==> src/rtl/sinc3_pkg.sv <==
package sinc3_pkg;

    // Filter order is fixed at three; kept as a constant so stage arrays size from it.
    localparam int unsigned SINC_ORDER = 3;

    // Largest log2 ratio reachable from a code field of the given width.
    function automatic int unsigned max_log2_ratio(input int unsigned rate_w,
                                                   input int unsigned log2_base);
        return log2_base + (1 << rate_w) - 1;
    endfunction

endpackage

==> src/rtl/sinc3_ctrl.sv <==
module sinc3_ctrl
    import sinc3_pkg::*;
#(
    parameter int unsigned RATE_W    = 3,
    parameter int unsigned LOG2_BASE = 2,
    parameter int unsigned LOG2_MAX  = max_log2_ratio(RATE_W, LOG2_BASE),
    parameter int unsigned L2_W      = $clog2(LOG2_MAX + 1)
) (
    input  logic              clk,
    input  logic              rst_n,
    input  logic              start_i,
    input  logic [RATE_W-1:0] rate_i,
    input  logic              ce_i,
    output logic              clr_o,
    output logic              dump_o,
    output logic              emit_o,
    output logic [L2_W-1:0]   log2r_o
);
    localparam int unsigned CNT_W     = LOG2_MAX;
    localparam logic [1:0]  SETTLED   = 2'd2;

    typedef struct packed {
        logic [RATE_W-1:0] rate;
        logic [CNT_W-1:0]  cnt;
        logic [1:0]        settle;
    } ctrl_t;

    ctrl_t st_d, st_q;
    logic [CNT_W:0]   one_sh;
    logic [CNT_W-1:0] lim;
    logic             last;

    always_comb begin
        log2r_o = L2_W'(LOG2_BASE) + L2_W'(rate_i);
        one_sh  = {{CNT_W{1'b0}}, 1'b1} << log2r_o;
        lim     = one_sh[CNT_W-1:0] - CNT_W'(1);
        last    = (st_q.cnt == lim);
        clr_o   = !start_i || (rate_i != st_q.rate);
        dump_o  = !clr_o && ce_i && last;
        emit_o  = dump_o && (st_q.settle == SETTLED);

        st_d      = st_q;
        st_d.rate = rate_i;
        if (clr_o) begin
            st_d.cnt    = '0;
            st_d.settle = '0;
        end else if (ce_i) begin
            st_d.cnt = last ? '0 : st_q.cnt + CNT_W'(1);
            if (dump_o && st_q.settle != SETTLED) begin
                st_d.settle = st_q.settle + 2'd1;
            end
        end
    end

    always_ff @(posedge clk or negedge rst_n) begin
        if (!rst_n) begin
            st_q <= '0;
        end else begin
            st_q <= st_d;
        end
    end

endmodule

==> src/rtl/sinc3_integ.sv <==
module sinc3_integ
    import sinc3_pkg::*;
#(
    parameter int unsigned ACC_W = 29
) (
    input  logic             clk,
    input  logic             rst_n,
    input  logic             clr_i,
    input  logic             ce_i,
    input  logic             bit_i,
    output logic [ACC_W-1:0] sum_o
);
    typedef logic [ACC_W-1:0] acc_t;

    typedef struct packed {
        acc_t [SINC_ORDER-1:0] stage;
    } integ_t;

    integ_t st_d, st_q;
    acc_t [SINC_ORDER-1:0] nxt;
    acc_t                  x;

    always_comb begin
        x = bit_i ? ACC_W'(1) : {ACC_W{1'b1}};
        for (int k = 0; k < SINC_ORDER; k++) begin
            nxt[k] = st_q.stage[k] + ((k == 0) ? x : nxt[(k == 0) ? 0 : k - 1]);
        end
        sum_o = nxt[SINC_ORDER-1];

        st_d = st_q;
        if (clr_i) begin
            st_d = '0;
        end else if (ce_i) begin
            st_d.stage = nxt;
        end
    end

    always_ff @(posedge clk or negedge rst_n) begin
        if (!rst_n) begin
            st_q <= '0;
        end else begin
            st_q <= st_d;
        end
    end

endmodule

==> src/rtl/sinc3_comb.sv <==
module sinc3_comb
    import sinc3_pkg::*;
#(
    parameter int unsigned ACC_W = 29
) (
    input  logic             clk,
    input  logic             rst_n,
    input  logic             clr_i,
    input  logic             en_i,
    input  logic [ACC_W-1:0] din_i,
    output logic [ACC_W-1:0] dout_o
);
    typedef logic [ACC_W-1:0] acc_t;

    typedef struct packed {
        acc_t [SINC_ORDER-1:0] dly;
    } comb_t;

    comb_t st_d, st_q;
    acc_t [SINC_ORDER-1:0] diff;
    acc_t [SINC_ORDER-1:0] feed;

    for (genvar k = 0; k < SINC_ORDER; k++) begin : g_stage
        if (k == 0) begin : g_first
            assign feed[k] = din_i;
        end else begin : g_rest
            assign feed[k] = diff[k-1];
        end
        assign diff[k] = feed[k] - st_q.dly[k];
    end

    always_comb begin
        dout_o = diff[SINC_ORDER-1];
        st_d   = st_q;
        if (clr_i) begin
            st_d = '0;
        end else if (en_i) begin
            st_d.dly = feed;
        end
    end

    always_ff @(posedge clk or negedge rst_n) begin
        if (!rst_n) begin
            st_q <= '0;
        end else begin
            st_q <= st_d;
        end
    end

endmodule

==> src/rtl/sinc3_decim.sv <==
module sinc3_decim
    import sinc3_pkg::*;
#(
    parameter int unsigned RATE_W    = 3,
    parameter int unsigned LOG2_BASE = 2,
    parameter int unsigned OUT_W     = 16
) (
    input  logic              clk,
    input  logic              rst_n,
    input  logic              start_i,
    input  logic [RATE_W-1:0] rate_i,
    input  logic              mod_ce_i,
    input  logic              mod_bit_i,
    output logic [OUT_W-1:0]  data_o,
    output logic              valid_o
);
    localparam int unsigned LOG2_MAX = max_log2_ratio(RATE_W, LOG2_BASE);
    localparam int unsigned ACC_W    = SINC_ORDER * LOG2_MAX + 2;
    localparam int unsigned L2_W     = $clog2(LOG2_MAX + 1);

    typedef struct packed {
        logic [OUT_W-1:0] data;
        logic             valid;
    } out_t;

    out_t st_d, st_q;

    logic             clr, dump, emit;
    logic [L2_W-1:0]  log2r;
    logic [ACC_W-1:0] integ_sum, comb_out, scaled;
    int unsigned      shift_amt;

    sinc3_ctrl #(
        .RATE_W   (RATE_W),
        .LOG2_BASE(LOG2_BASE),
        .LOG2_MAX (LOG2_MAX),
        .L2_W     (L2_W)
    ) u_ctrl (
        .clk    (clk),
        .rst_n  (rst_n),
        .start_i(start_i),
        .rate_i (rate_i),
        .ce_i   (mod_ce_i),
        .clr_o  (clr),
        .dump_o (dump),
        .emit_o (emit),
        .log2r_o(log2r)
    );

    sinc3_integ #(.ACC_W(ACC_W)) u_integ (
        .clk  (clk),
        .rst_n(rst_n),
        .clr_i(clr),
        .ce_i (mod_ce_i),
        .bit_i(mod_bit_i),
        .sum_o(integ_sum)
    );

    sinc3_comb #(.ACC_W(ACC_W)) u_comb (
        .clk   (clk),
        .rst_n (rst_n),
        .clr_i (clr),
        .en_i  (dump),
        .din_i (integ_sum),
        .dout_o(comb_out)
    );

    always_comb begin
        // Normalise every ratio to the same full scale, then keep the top bits.
        shift_amt = SINC_ORDER * (LOG2_MAX - 32'(log2r));
        scaled    = comb_out << shift_amt;

        st_d       = st_q;
        st_d.valid = emit;
        if (emit) begin
            st_d.data = scaled[ACC_W-1 -: OUT_W];
        end
    end

    always_ff @(posedge clk or negedge rst_n) begin
        if (!rst_n) begin
            st_q <= '0;
        end else begin
            st_q <= st_d;
        end
    end

    assign data_o  = st_q.data;
    assign valid_o = st_q.valid;

endmodule

==> config.mk <==
export PLATFORM = sky130hd
export DESIGN_NAME = sinc3_decim
export DESIGN_NICKNAME = d
export VERILOG_FILES = /design/src/rtl/sinc3_pkg.sv /design/src/rtl/sinc3_ctrl.sv /design/src/rtl/sinc3_integ.sv /design/src/rtl/sinc3_comb.sv /design/src/rtl/sinc3_decim.sv
export SDC_FILE = /design/constraint.sdc
export NUM_CORES = 1
export LEC_CHECK = 0
export ABC_AREA = 1
export ABC_CLOCK_PERIOD_IN_PS = 9750
export BUFFER_PORTS_ARGS = -buffer_cell sky130_fd_sc_hd__buf_2
export CAP_MARGIN = 20
export CELL_PAD_IN_SITES_DETAIL_PLACEMENT = 0
export CELL_PAD_IN_SITES_GLOBAL_PLACEMENT = 1
export CORE_AREA = 2 2 192 194
export DETAILED_ROUTE_END_ITERATION = 6
export DIE_AREA = 0 0 194 196
export PLACE_DENSITY = 0.8
export SLEW_MARGIN = 20
export SYNTH_ARGS = -nofsm -noshare
export SYNTH_HDL_FRONTEND = slang
export SYNTH_SLANG_ARGS = --single-unit
==> constraint.sdc <==
create_clock -name clk -period 9.75 [get_ports clk]
set_input_delay 1.95 -clock clk [delete_from_list [all_inputs] [get_ports clk]]
set_output_delay 1.95 -clock clk [all_outputs]
set_load 0.01 [all_outputs]
# Word-level counts from Yosys, hierarchy flattened
# Cells that the tools add are included.
[op_classes]
n_addsub = 11
n_mul = 1
eq_ne = 4
n_shift = 2
n_mux = 9
n_reduce_logical = 11
[op_table]
columns = ["operator", "n"]
rows = [
  ["87-bit 2-to-1 mux", 4],
  ["29-bit adder", 3],
  ["29-bit subtractor", 3],
  ["29-bit by 32-bit << shifter with 29-bit output", 1],
  ["29-bit 2-to-1 mux", 1],
  ["11-bit 2-to-1 mux", 2],
  ["9-bit by 1-bit adder with 9-bit output (second input constant)", 1],
  ["9-bit == test", 1],
  ["9-bit 2-to-1 mux", 1],
  ["1-bit by 4-bit << shifter with 9-bit output (first input constant)", 1],
  ["9-bit by 1-bit subtractor with 9-bit output (second input constant)", 1],
  ["3-bit by 5-bit multiplier with 8-bit output (first input constant)", 1],
  ["2-bit nonzero test", 3],
  ["4-bit by 4-bit subtractor with 5-bit output (first input constant)", 1],
  ["2-bit by 3-bit adder with 4-bit output (first input constant)", 1],
  ["1-bit logical AND", 4],
  ["3-bit != test", 1],
  ["2-bit by 1-bit adder with 2-bit output (second input constant)", 1],
  ["2-bit == test (second input constant)", 1],
  ["1-bit zero test", 2],
  ["2-bit 2-to-1 mux", 1],
  ["2-bit != test (second input constant)", 1],
  ["2-bit AND reduction", 1],
  ["1-bit logical OR", 1],
]
[totals]
reg_bits = 205
out_inout_bits = 17

# Logic depth before layout (Yosys ltp)
[logic_depth]
depth_word = 9
ltp_mapped = 64
depth_no_buf = 64

# Modules after synthesis
# A second synthesis with hierarchy kept.
[unflattened]
cells_unflattened = 2771
hier_area_um2 = 19844.0
[by_module_without_submodules]
columns = ["module", "n_inst", "cells_per_inst", "area_per_inst_um2", "seq_area_each_um2"]
rows = [
  ["sinc3_comb", 1, 1137, 8192.9, 2177.1],
  ["sinc3_integ", 1, 1025, 7873.8, 2177.1],
  ["sinc3_decim", 1, 456, 2653.8, 425.4],
  ["sinc3_ctrl", 1, 153, 1123.6, 350.3],
]

# Worst setup path after synthesis
# OpenSTA, ideal clock, no wires.
[synth_path]
path_type = "input to register"
startpoint = "input mod_bit_i"
endpoint = "register st_q (netlist bit data_o[15])"
setup_ns = 0.116
t_arrival_ns = 10.086
required_time_ns = 9.634
setup_slack_ns = -0.453
path_stages = 57
path_buffers = 0
path_cell_list = "inv_1 -> ha_1 -> a21oi_1 -> nand2_1 -> nand2_1 -> nand2_2 -> a21oi_1 -> o21bai_2 -> nand3_1 -> nand2_1 -> xor2_1 -> ha_1 -> a21o_1 -> a21oi_1 -> nand3_2 -> a21oi_1 -> inv_1 -> a21oi_1 -> [21 not listed] -> xor2_1 -> inv_1 -> ha_1 -> inv_1 -> nor3_1 -> nand4_1 -> o221ai_1 -> xor2_1 -> nand3b_1 -> nand3_1 -> nand2_1 -> nand2_1 -> nand2_1 -> nand2_1 -> nand2_1 -> nand2_1 -> nand2_1 -> nand2_1"
[synth_via]
elab_chain_cells = 8
[synth_rtl]
columns = ["element", "line_no", "rtl"]
rows = [
  ["start: declaration", "sinc3_decim.sv:13", "input logic mod_bit_i,"],
  ["29-bit 2-to-1 mux", "sinc3_integ.sv:24", "x = bit_i ? ACC_W'(1) : {ACC_W{1'b1}};"],
  ["29-bit adder (3 in series)", "sinc3_integ.sv:26", "nxt[k] = st_q.stage[k] + ((k == 0) ? x : nxt[(k == 0) ? 0 : k - 1]);"],
  ["29-bit subtractor (3 in series)", "sinc3_comb.sv:29", "assign diff[k] = feed[k] - st_q.dly[k];"],
  ["29-bit by 32-bit << shifter with 29-bit output", "sinc3_decim.sv:71", "scaled = comb_out << shift_amt;"],
  ["end signal: assignment", "sinc3_decim.sv:84", "st_q <= st_d;"],
  ["end: declaration", "sinc3_decim.sv:26", "out_t st_d, st_q;"],
]
# No other way between the ends.
# A chain may end at the register's enable or synchronous reset.

# Final worst setup path
# Same ends and word-level chain as after synthesis.

==> results.md <==
* Peak fanout along the critical path at 5
* CTS tree: yes
* Row cnt at 70
* CP peak stage delay at 0.35 ns
* Vias per Instance at 5.26
* Mapped Cells at 2,279
* Status: finished, final reports clean
* Cell Area, Synth at 17,500 um2
* Total power at 5930 uW
* WL/cell at 14.8 um
* Worst Hold Depth at 2
* Leading post-synthesis cells by cell area: dfrtp_1 (29%), ha_1 (14%), nand2_1 (10%)
* Period utilization at 99.2%
* HPWL Detailed at 33.0 mm
* First-pass GRT wire length at 77.4 mm
* Yosys warnings at 0
* Slew Limit Fails at 0
* CP arrival at 10.14 ns
* Fin area at 23,300 um2
* Diode count at 0
* Vias in the first global route at 16,500
* IO Pins at 25
* Top FF cell, synth: dfrtp_1
* Nets@finish at 2,851
* Starting density of the core at 48.4%
* Period minus WS final at 9.67 ns
* Placed cell count at 3,045
* Commonest cells in the netlist: nand2_1 (473), inv_1 (324), dfrtp_1 (205)
* Die height at 196 um
* Kind of end point of the critical path: flip-flop
* Unrepaired setup endpoints after global routing: true
* Die area at 38,000 um2
* Root Driver: clkbuf_16
* R2R setup slack at 1.21 ns
* CP max-delay cell: ha_1
* Post-Synth Adder-Cell Area at 14.4%
* Tightest Pin Transition at 0.895 ns
* Startpoint types: input port
* Total wire length at 46.3 mm
* Crit path top cell by count: nand2_1
* Final Hold Fails at 0
* CTS clock-pin slew for the worst setup and hold paths at 0.07 ns
* Top cell type's share of synthesized area at 29.4%
* Hold/Removal Path Class: flip-flop to flip-flop
* Fin Hold WS at 0.476 ns
* FMAX at 103 MHz
* Synth cell types at 55
* DIE WIDTH at 194 um
* Pin count of the biggest net entering global routing at 86
* Power per cell area at 255 nW/um2
* Cell Area, Placed at 20,600 um2
* Seq cells post-synth at 205
* Critical path type: input port to flip-flop
* DRC viols at 0
* Post-Synth XOR/XNOR Area at 8.71%
* Fill count at 3,136
* Worst IR Drop VDD at 0.159 mV
* Area leader, netlist: dfrtp_1
* Final worst clock skew at 0.0282 ns
* Synth Area per Inst at 7.67 um2
* Number of iterations in the first detailed-routing pass at 5
* Static Leak at 0.0117 uW
* Main combinational cell family by area after synthesis: compound AO/OA/AOI/OAI gates
* Post-synth ARST share at 100%
* Area growth syn-to-layout at 33.3%
* CTS Buf Count at 27
* Tot GR Track Use at 23.8%
* Layout cells sized above 1 at 28.6%
* Core Area at 36,100 um2
* Via count at 16,500
* Max cap viols at 0
* Post-synth EDFFs at 0
* Synth Area in Compound Gates at 21.0%
* Grt total ovfl at 0
* Sink Count at 205
* Worst Path Required at 10.22 ns
* Sequential fraction of the synthesis area at 29.4%
* # setup viols final at 0
* GP Congestion at 0.867
* Most frequent cell after synthesis: nand2_1
* IO Port Bufs at 24
* Setup TNS at 0 ns
* Multiplexer area fraction after synthesis at 0.236%
* Simple-gate share of the synthesized area at 17.3%
* Worst rel slew slack at 40.3%
* Skew-Pair Late Insertion Delay at 0.57 ns
* Reg2Reg Depth at 55
* Final Non-Filler Cells at 3,133
* Antenna violations before repair at 0
* Final antenna-violating net count at 0
* Clock tree buffer depth at 3
* DRT iter0 DRCs at 834
* H-tree Lvls at 1
## critical path: cells and delay by family
family | cells | cell delay [ns]
AO/OA/AOI/OAI | 18 | 2.95
XOR/XNOR | 6 | 1.15
buffers and inverters | 9 | 0.73
AND/OR/NAND/NOR | 19 | 1.72
adder cells (fa/ha/maj) | 6 | 1.62
## placed cells by master (no fill, tap or decap), drive strengths merged, types with 19 or more instances in the layout
cell type	instances
nor3	19
a22o	49
inv	329
ha	192
dfrtp	205
o22ai	56
nand2	499
nand3	96
buf	396
o21ai	202
a21oi	179
a21o	19
xor2	114
clkbuf	35
a21boi	20
nor2	82
xnor2	59
## where the power goes
part	internal [uW]	total, uW	switching, uW
logic	1850	4030	2180
registers	860	866	6.65
clock network	623	1030	411
total	3340	5930	2590
## timing repair
item                       CTS  global route
pin swaps                   13           111
hold endpoints to repair     0             0
buffers inserted             2            37
resized for setup           19           230
hold buffers                 0             0
setup endpoints to repair    4            14
## final timing paths
path | from | to
setup / recovery | mod_bit_i | data_o[15]$_DFFE_PN0P_
hold / removal | data_o[14]$_DFFE_PN0P_ | data_o[14]$_DFFE_PN0P_
setup reg to reg | u_integ.st_q[0]$_DFFE_PN0P_ | data_o[15]$_DFFE_PN0P_
hold reg to reg | data_o[14]$_DFFE_PN0P_ | data_o[14]$_DFFE_PN0P_
max in group asynchronous | rst_n | u_comb.st_q[2]$_DFFE_PN0P_
min in group asynchronous | rst_n | u_integ.st_q[27]$_DFFE_PN0P_
## final cells by class
| type | count | area (um2) | area share (%) |
|---|---|---|---|
| Inverter | 329 | 1240 | 5.34 |
| Clock buffer | 35 | 756 | 3.25 |
| Sequential cell | 205 | 5130 | 22.0 |
| Clock inverter | 14 | 154 | 0.661 |
| Tap cell | 468 | 586 | 2.51 |
| Timing Repair Buffer | 396 | 2960 | 12.7 |
| Multi-Input combinational cell | 1686 | 12500 | 53.5 |
## cell families (layout without fill, tap and decap cells)
logic type	Yosys count	in the layout
muxes	4	4
adders and majority gates	198	198
buffers and inverters	389	774
and+or+nand+nor	714	714
other	1	2
DFF	205	205
xor gates and xnor gates	173	173
AOI/OAI and AO/OA	595	595
## sequential cells by signal, indices dropped and copies added, names as in the netlist
signal / flops
u_comb.st_q: 87
u_integ.st_q: 87
u_ctrl.st_q: 14
valid_o: 1
data_o: 16
## metrics by stage
stage | utilization, % | setup WS, ns
after global placement | 57.1 | -0.715
after floorplan | - | 0.00270
after global routing | 64.5 | -0.554
after detailed placement | 57.1 | -0.822
after CTS | 60.0 | 0.00101
final | 64.5 | 0.0770
## per-layer routing
metal | global-route usage, % | up-vias | wire (um)
li1 | - | 8333 | -
met1 | 33.1 | 7889 | 22200
met2 | 40.3 | 199 | 21800
met3 | 2.82 | 51 | 1610
met4 | 4.43 | 0 | 693
met5 | 0 | - | 0
(Power assumes the default switching activity.)
